<file path="src/rtl/bus_hold_pkg.sv">
package bus_hold_pkg;
  typedef enum logic [1:0] {
    ST_IDLE     = 2'd0,
    ST_FLOAT    = 2'd1,
    ST_HOLD     = 2'd2,
    ST_RESTORE  = 2'd3
  } hold_state_e;
endpackage

</file>
<file path="src/rtl/bus_hold_sync.sv">
module bus_hold_sync #(
  parameter int unsigned STAGES = 2
) (
  input  logic clk_i,
  input  logic rst_ni,
  input  logic d_i,
  output logic q_o
);
  logic [STAGES-1:0] chain_q;

  generate
    if (STAGES == 1) begin : g_single
      always_ff @(posedge clk_i or negedge rst_ni)
        if (!rst_ni) chain_q <= '0;
        else         chain_q <= d_i;
    end else begin : g_multi
      always_ff @(posedge clk_i or negedge rst_ni)
        if (!rst_ni) chain_q <= '0;
        else         chain_q <= {chain_q[STAGES-2:0], d_i};
    end
  endgenerate

  assign q_o = chain_q[STAGES-1];
endmodule

</file>
<file path="src/rtl/bus_hold_fsm.sv">
module bus_hold_fsm
  import bus_hold_pkg::*;
(
  input  logic        clk_i,
  input  logic        rst_ni,
  input  logic        req_i,
  input  logic        en_i,
  input  logic        bound_i,
  input  logic        sleep_i,
  input  logic        stop_i,
  output hold_state_e state_o
);
  hold_state_e state_q, state_d;
  logic        take;

  assign take = req_i && en_i && bound_i && !sleep_i && !stop_i;

  always_comb begin
    state_d = state_q;
    unique case (state_q)
      ST_IDLE:    if (take) state_d = ST_FLOAT;
      ST_FLOAT:   state_d = ST_HOLD;      // ack always shown once
      ST_HOLD:    if (!req_i) state_d = ST_RESTORE;
      ST_RESTORE: state_d = ST_IDLE;
      default:    state_d = ST_IDLE;
    endcase
  end

  always_ff @(posedge clk_i or negedge rst_ni)
    if (!rst_ni) state_q <= ST_IDLE;
    else         state_q <= state_d;

  assign state_o = state_q;

  AST_ENTRY_GATED: assert property (@(posedge clk_i) disable iff (!rst_ni)
    (state_q == ST_IDLE && !(req_i && en_i && bound_i && !sleep_i && !stop_i)) |=> state_q == ST_IDLE);
  AST_FLOAT_ONE_CYCLE: assert property (@(posedge clk_i) disable iff (!rst_ni)
    state_q == ST_FLOAT |=> state_q == ST_HOLD);
  AST_HOLD_KEEP: assert property (@(posedge clk_i) disable iff (!rst_ni)
    (state_q == ST_HOLD && req_i) |=> state_q == ST_HOLD);
  AST_RESTORE_ONE_CYCLE: assert property (@(posedge clk_i) disable iff (!rst_ni)
    state_q == ST_RESTORE |=> state_q == ST_IDLE);
endmodule

</file>
<file path="src/rtl/bus_hold_outdrv.sv">
module bus_hold_outdrv
  import bus_hold_pkg::*;
#(
  parameter int unsigned ADDR_HI_W = 8,
  parameter int unsigned AD_W      = 8,
  parameter int unsigned N_STROBE  = 4
) (
  input  logic                 clk_i,
  input  logic                 rst_ni,
  input  hold_state_e          state_i,
  output logic                 ack_no,
  output logic                 stall_o,
  output logic [ADDR_HI_W-1:0] addr_hi_oe_o,
  output logic [AD_W-1:0]      addr_data_oe_o,
  output logic [N_STROBE-1:0]  strobe_oe_o,
  output logic                 wdt_clr_o
);
  localparam int unsigned OE_W = ADDR_HI_W + AD_W + N_STROBE;

  logic            drive;
  logic [OE_W-1:0] oe_all;

  assign drive     = (state_i == ST_IDLE);
  assign stall_o   = !drive;
  assign wdt_clr_o = !drive;
  assign ack_no    = (state_i != ST_HOLD);

  genvar g;
  generate
    for (g = 0; g < OE_W; g++) begin : g_oe
      assign oe_all[g] = drive;
    end
  endgenerate

  assign {addr_hi_oe_o, addr_data_oe_o, strobe_oe_o} = oe_all;

  AST_ACK_AFTER_FLOAT: assert property (@(posedge clk_i) disable iff (!rst_ni)
    $fell(ack_no) |-> ($past(stall_o) && $past(oe_all) == '0 && $past(ack_no)));
  AST_ACK_BUS_OFF: assert property (@(posedge clk_i) disable iff (!rst_ni)
    !ack_no |-> (stall_o && oe_all == '0));
  AST_RESTORE_AFTER_ACK: assert property (@(posedge clk_i) disable iff (!rst_ni)
    $rose(oe_all[0]) |-> ($past(ack_no) && $past(stall_o)));
  AST_WDT_DURING_STALL: assert property (@(posedge clk_i) disable iff (!rst_ni)
    stall_o |-> wdt_clr_o);
endmodule

</file>
<file path="src/rtl/bus_hold_ctrl.sv">
module bus_hold_ctrl
  import bus_hold_pkg::*;
#(
  parameter int unsigned SYNC_STAGES = 2,
  parameter int unsigned ADDR_HI_W   = 8,
  parameter int unsigned AD_W        = 8,
  parameter int unsigned N_STROBE    = 4
) (
  input  logic                 clk_i,
  input  logic                 rst_ni,
  input  logic                 hold_en_i,
  input  logic                 hold_req_i,
  input  logic                 insn_bound_i,
  input  logic                 sleep_i,
  input  logic                 stop_i,
  output logic                 hold_ack_no,
  output logic                 cpu_stall_o,
  output logic [ADDR_HI_W-1:0] addr_hi_oe_o,
  output logic [AD_W-1:0]      addr_data_oe_o,
  output logic [N_STROBE-1:0]  strobe_oe_o,
  output logic                 wdt_clr_o
);
  logic        req_sync;
  hold_state_e state;

  bus_hold_sync #(.STAGES(SYNC_STAGES)) u_sync (
    .clk_i (clk_i),
    .rst_ni(rst_ni),
    .d_i   (hold_req_i),
    .q_o   (req_sync)
  );

  bus_hold_fsm u_fsm (
    .clk_i  (clk_i),
    .rst_ni (rst_ni),
    .req_i  (req_sync),
    .en_i   (hold_en_i),
    .bound_i(insn_bound_i),
    .sleep_i(sleep_i),
    .stop_i (stop_i),
    .state_o(state)
  );

  bus_hold_outdrv #(
    .ADDR_HI_W(ADDR_HI_W),
    .AD_W     (AD_W),
    .N_STROBE (N_STROBE)
  ) u_out (
    .clk_i         (clk_i),
    .rst_ni        (rst_ni),
    .state_i       (state),
    .ack_no        (hold_ack_no),
    .stall_o       (cpu_stall_o),
    .addr_hi_oe_o  (addr_hi_oe_o),
    .addr_data_oe_o(addr_data_oe_o),
    .strobe_oe_o   (strobe_oe_o),
    .wdt_clr_o     (wdt_clr_o)
  );

  AST_STALL_NEEDS_GRANT: assert property (@(posedge clk_i) disable iff (!rst_ni)
    $rose(cpu_stall_o) |-> ($past(req_sync) && $past(hold_en_i) && $past(insn_bound_i)
                            && !$past(sleep_i) && !$past(stop_i)));
endmodule

</file>
<file path="config.mk">
export PLATFORM = sky130hd
export DESIGN_NAME = bus_hold_ctrl
export DESIGN_NICKNAME = d
export VERILOG_FILES = /design/src/rtl/bus_hold_pkg.sv /design/src/rtl/bus_hold_sync.sv /design/src/rtl/bus_hold_fsm.sv /design/src/rtl/bus_hold_outdrv.sv /design/src/rtl/bus_hold_ctrl.sv
export SDC_FILE = /design/constraint.sdc
export NUM_CORES = 1
export LEC_CHECK = 0
export ABC_AREA = 1
export CORE_AREA = 3 3 40 42
export DETAILED_ROUTE_END_ITERATION = 10
export DIE_AREA = 0 0 43 45
export GPL_TIMING_DRIVEN = 0
export PLACE_DENSITY = 0.8
export SLEW_MARGIN = 20
export SYNTH_ARGS = -nofsm -noshare
export SYNTH_HDL_FRONTEND = slang
export SYNTH_HIERARCHICAL = 1
export SYNTH_SLANG_ARGS = --single-unit
</file>
<file path="constraint.sdc">
create_clock -name clk_i -period 1.9 [get_ports clk_i]
set_input_delay 0.475 -clock clk_i [delete_from_list [all_inputs] [get_ports clk_i]]
set_output_delay 0.475 -clock clk_i [all_outputs]
set_load 0.01 [all_outputs]
</file>
# ---- Yosys cells after proc, flatten, opt, wreduce, memory -nomap -nowiden
# Index checks and enable logic that the tools add are counted.
dict set report op_classes {
  n_reduce_logical 9
  eq_ne 6
  mux 3
}
# cell count
set op_table {}
lappend op_table {{$pmux W2 S4} 1}
lappend op_table {{$ne A2 B2 Y1 const B} 3}
lappend op_table {{$eq A2 B2 Y1 const B} 2}
lappend op_table {{$logic_and A1 B1 Y1} 4}
lappend op_table {{$mux W2} 2}
lappend op_table {{$logic_not A1 Y1} 3}
lappend op_table {{$eq A2 B1 Y1 const B} 1}
lappend op_table {{$logic_not A2 Y1} 1}
lappend op_table {{$reduce_and A2 Y1} 1}
dict set report word_totals {
  regBits 4
  wordCells 20
  output_inout_bits 23
  input_bits 7
}

# ---- Logic depth before layout (Yosys ltp)
dict set report logic_depth {
  word_depth 6
  depth_mapped 7
  ltp_nobuf 7
}

# ---- Cells and area by module
# The synthesis kept the hierarchy.
# mod instances area_each_um2 seq_area_each_um2 cells_each
set by_module_without_submodules {}
lappend by_module_without_submodules {bus_hold_outdrv 1 176.4 0.0 26}
lappend by_module_without_submodules {bus_hold_fsm 1 166.4 50.0 22}
lappend by_module_without_submodules {bus_hold_sync 1 50.0 50.0 2}

# ---- Least setup slack after synthesis
# OpenSTA, ideal clock, no wires.
dict set report synth_timing {
  kind {register to output}
  from {register u_fsm.state_q[1], in the netlist u_fsm/state_o[1]}
  to {output port addr_data_oe_o[0]}
  stages_incl_launch_ff 3
  arrival_time_ns 1.332
  t_required_ns 1.425
  path_buffers 1
  path_slack_ns 0.093
  path_cell_list {dfrtp_1 > nor2_1 > buf_4}
}
dict set report synth_between {
  elab_chain_len 1
}
# item line
set synth_lines {}
lappend synth_lines {{from (decl)} bus_hold_fsm.sv:13} ;# hold_state_e state_q, state_d;
lappend synth_lines {{from (signal assigned)} bus_hold_fsm.sv:31} ;# else state_q <= state_d;
lappend synth_lines {{$logic_not A2 Y1} bus_hold_outdrv.sv:23} ;# assign drive = (state_i == ST_IDLE);
lappend synth_lines {{to (decl)} bus_hold_ctrl.sv:19} ;# output logic [AD_W-1:0] addr_data_oe_o,
# No other way between the ends.

# ---- Worst setup path in the final report
dict set report layout_timing {
  from {register u_fsm.state_q[0], in the netlist u_fsm/state_o[0]}
  to {output port addr_hi_oe_o[3]}
}
dict set report layout_between {
  elab_chain_len 1
}
# item line
set layout_lines {}
lappend layout_lines {{$logic_not A2 Y1} bus_hold_outdrv.sv:23}
lappend layout_lines {{to (decl)} bus_hold_ctrl.sv:18} ;# output logic [ADDR_HI_W-1:0] addr_hi_oe_o,
# No other way between the ends.

==> metrics.txt <==
final WL between 1000 and 1500 µm; worst hold path class flip-flop to flip-flop; Crit path max-delay family flip-flops; DR iter-0 viols 0; Worst Skew 0.386 ps; Worst-path clk slew 40 ps; Post-Synthesis Cells 50; shortest period the worst path allows 1810 ps; IO Count 30; cell taking the most area after synthesis buf_4; Area growth syn-to-layout 111%; initial antenna violation count 0; mapped cell area 393 µm²; post-synth top area share 40.1%; FMAX 0.553 GHz; worst relative slew slack 85.5%; Final WS setup approximately 91 ps; first-pass GRT wire length 1750 µm; WHS 345 ps; CTS Buffer Depth 2; RSZ-0062 raised after global routing no; Residual DRC 0; core region area 1280 µm²; Total Routing Usage GR 12.8%; number of port buffers 29; Via density 3.78; largest net degree at the start of global routing 9; most frequent CP cell buf_4; Initial Utilization 30.6%; RePlAce Congestion 0.741; number of max-cap violations 0; clock buffer count from CTS 3; hold-fix buffers at CTS 0; count of cell types in the netlist 11; Clock Latency Late Sink 230 ps; # H-tree levels 1; drt first pass iters 1; slowest CP cell dfrtp_2; mean post-synth cell area 7.86 µm²; diodes inserted 0; gr ovfl total 0; Post-DRT Antenna Nets 0; Synth area leaders buf_4 (40%), dfrtp_1 (25%), nand2_1 (7.6%), inv_1 (6.7%), ha_1 (6.4%); Vert. Die Dim ~45 µm; DP Worst Slack -649 ps; Final Slew Violations 0; startpoint class of the critical path flip-flop; CP Cell Sequence nor2_4, buf_4, buf_4, dlygate4sd2_1; vias in the first global route about 410; wire per inst between 9 and 10 µm; critical path capture point type output pin; # rows 13; critical path arrival 1330 ps; Seq/Total Area, Yosys 25.5%; Post-DP HPWL 625 µm; WP data required 1420 ps; Final setup viols 0; share of cells above drive strength 1 58.2%; critical path class flip-flop to output pin; status complete, no violations; Critical Path Max Stage Delay 480 ps; endpoints failing hold 0; crit path buf inv count 3; CTS sink cnt 4; Yosys warnings 6; #FFs+latches synth 4; Die Footprint just under 2000 µm²; CP max FO 5; root buf cell clkbuf_4; syn nets 59; leakage slightly below 0.5 nW; PwrDens 2100 nW/µm²; Post-layout nets 109; VDD IR max 1.20 mV; Worst Max-Slew Pin Slew 218 ps; routed via count 427; CTS tree built; Die X 43 µm; period utilization a little over nine tenths; # fillers 130
what timing repair did:
item / 4_1_cts / 5_1_grt
setup buffers: 11 / 2
resized for setup: 36 / 1
endpoints found under the setup margin: 20 / 2
gates cloned: 3 / 0
pin swaps: 3 / 0
through the flow:
| stage | setup TNS (ps) | power [mW] | utilization [%] | instance area, µm² | cells |
|---|---|---|---|---|---|
| detailed placement | -12390 | 1.49 | 54.6 | 702 | 94 |
| finish | 0 | 1.74 | 64.6 | 830 | 113 |
| global route | 0 | 1.90 | 64.6 | 830 | 113 |
| floorplan | 0 | 0.861 | - | 393 | 50 |
| CTS | 0 | 1.72 | 63.2 | 812 | 111 |
| global placement | -11670 | 1.47 | 54.6 | 702 | 94 |
power breakdown:
group          total [mW]  internal, mW  switching, mW
Clock               0.101        0.0704         0.0307
Combinational        1.45         0.906          0.548
Sequential          0.189         0.116         0.0730
worst reg2reg max path, cell delays in order, from the launching register on:
cell	delay [ps]
dfrtp_2	480
buf_4	170
buf_4	110
inv_1	30
ha_1	180
or2_2	280
nand3_1	90
nand2_1	60
metal layers:
metal	global-route usage [%]	part of all wire, %	vias to the layer above
li1	-	-	226
met2	22.8	57	18
met3	3.19	8.5	0
met1	12.4	35	183
met4	10.8	0	0
met5	0	0	-
Yosys cell counts:
master,number
buf_4,21
dfrtp_1,4
ha_1,2
inv_1,7
nand2_1,8
nand2_2,2
nand3_1,2
nand3_2,1
nor2_1,1
nor2_4,1
or2_2,1
state kept, by name (all words and copies together), names as in the netlist:
name / count
u_fsm/state_o: 2
u_sync/chain_q: 2
cells by family (layout without fill, tap and decap cells):
| family | count (synthesis) | count (layout) | share of synthesized area [%] |
|---|---|---|---|
| fa+ha+maj | 2 | 2 | 6.37 |
| buf+inv | 28 | 73 | 46.8 |
| flops | 4 | 4 | 25.5 |
| simple gates | 16 | 19 | 21.3 |
worst paths after layout:
kind                              startpoint                 to  slack, ps  cells past startpoint
hold / removal             u_sync/chain_q[0]  u_sync/chain_q[1]        340                      0
setup / recovery            u_fsm/state_o[0]    addr_hi_oe_o[3]         90                      4
hold reg to reg            u_sync/chain_q[0]  u_sync/chain_q[1]        340                      0
max in group asynchronous             rst_ni   u_fsm/state_o[0]       1290                      1
setup reg to reg            u_fsm/state_o[1]   u_fsm/state_o[0]        400                      7
min in group asynchronous             rst_ni  u_sync/chain_q[1]        440                      1
layout by cell type (no fill, tap or decap), types with 2 or more instances in the layout:
cell type | Yosys | routed
buf_4 | 21 | 43
clkdlybuf4s50_1 | 0 | 6
dfrtp_1 | 4 | 2
nand2_2 | 2 | 2
dlygate4sd2_1 | 0 | 13
dfrtp_2 | 0 | 2
ha_1 | 2 | 2
nor2_4 | 1 | 5
nand3_1 | 2 | 2
clkbuf_4 | 0 | 3
nand2_1 | 8 | 8
inv_1 | 7 | 7
final cells by class:
cell class	count	area, µm²	share of cell area [%]
Clock buffer	3	22.5	2.71
Multi-Input combinational cell	21	150	18.1
Sequential cell	4	103	12.4
Buffer	21	158	19.0
Timing Repair Buffer	42	352	42.4
Inverter	7	26.3	3.17
Tap cell	15	18.8	2.26
No activity file was read; power rests on OpenSTA's default activity.
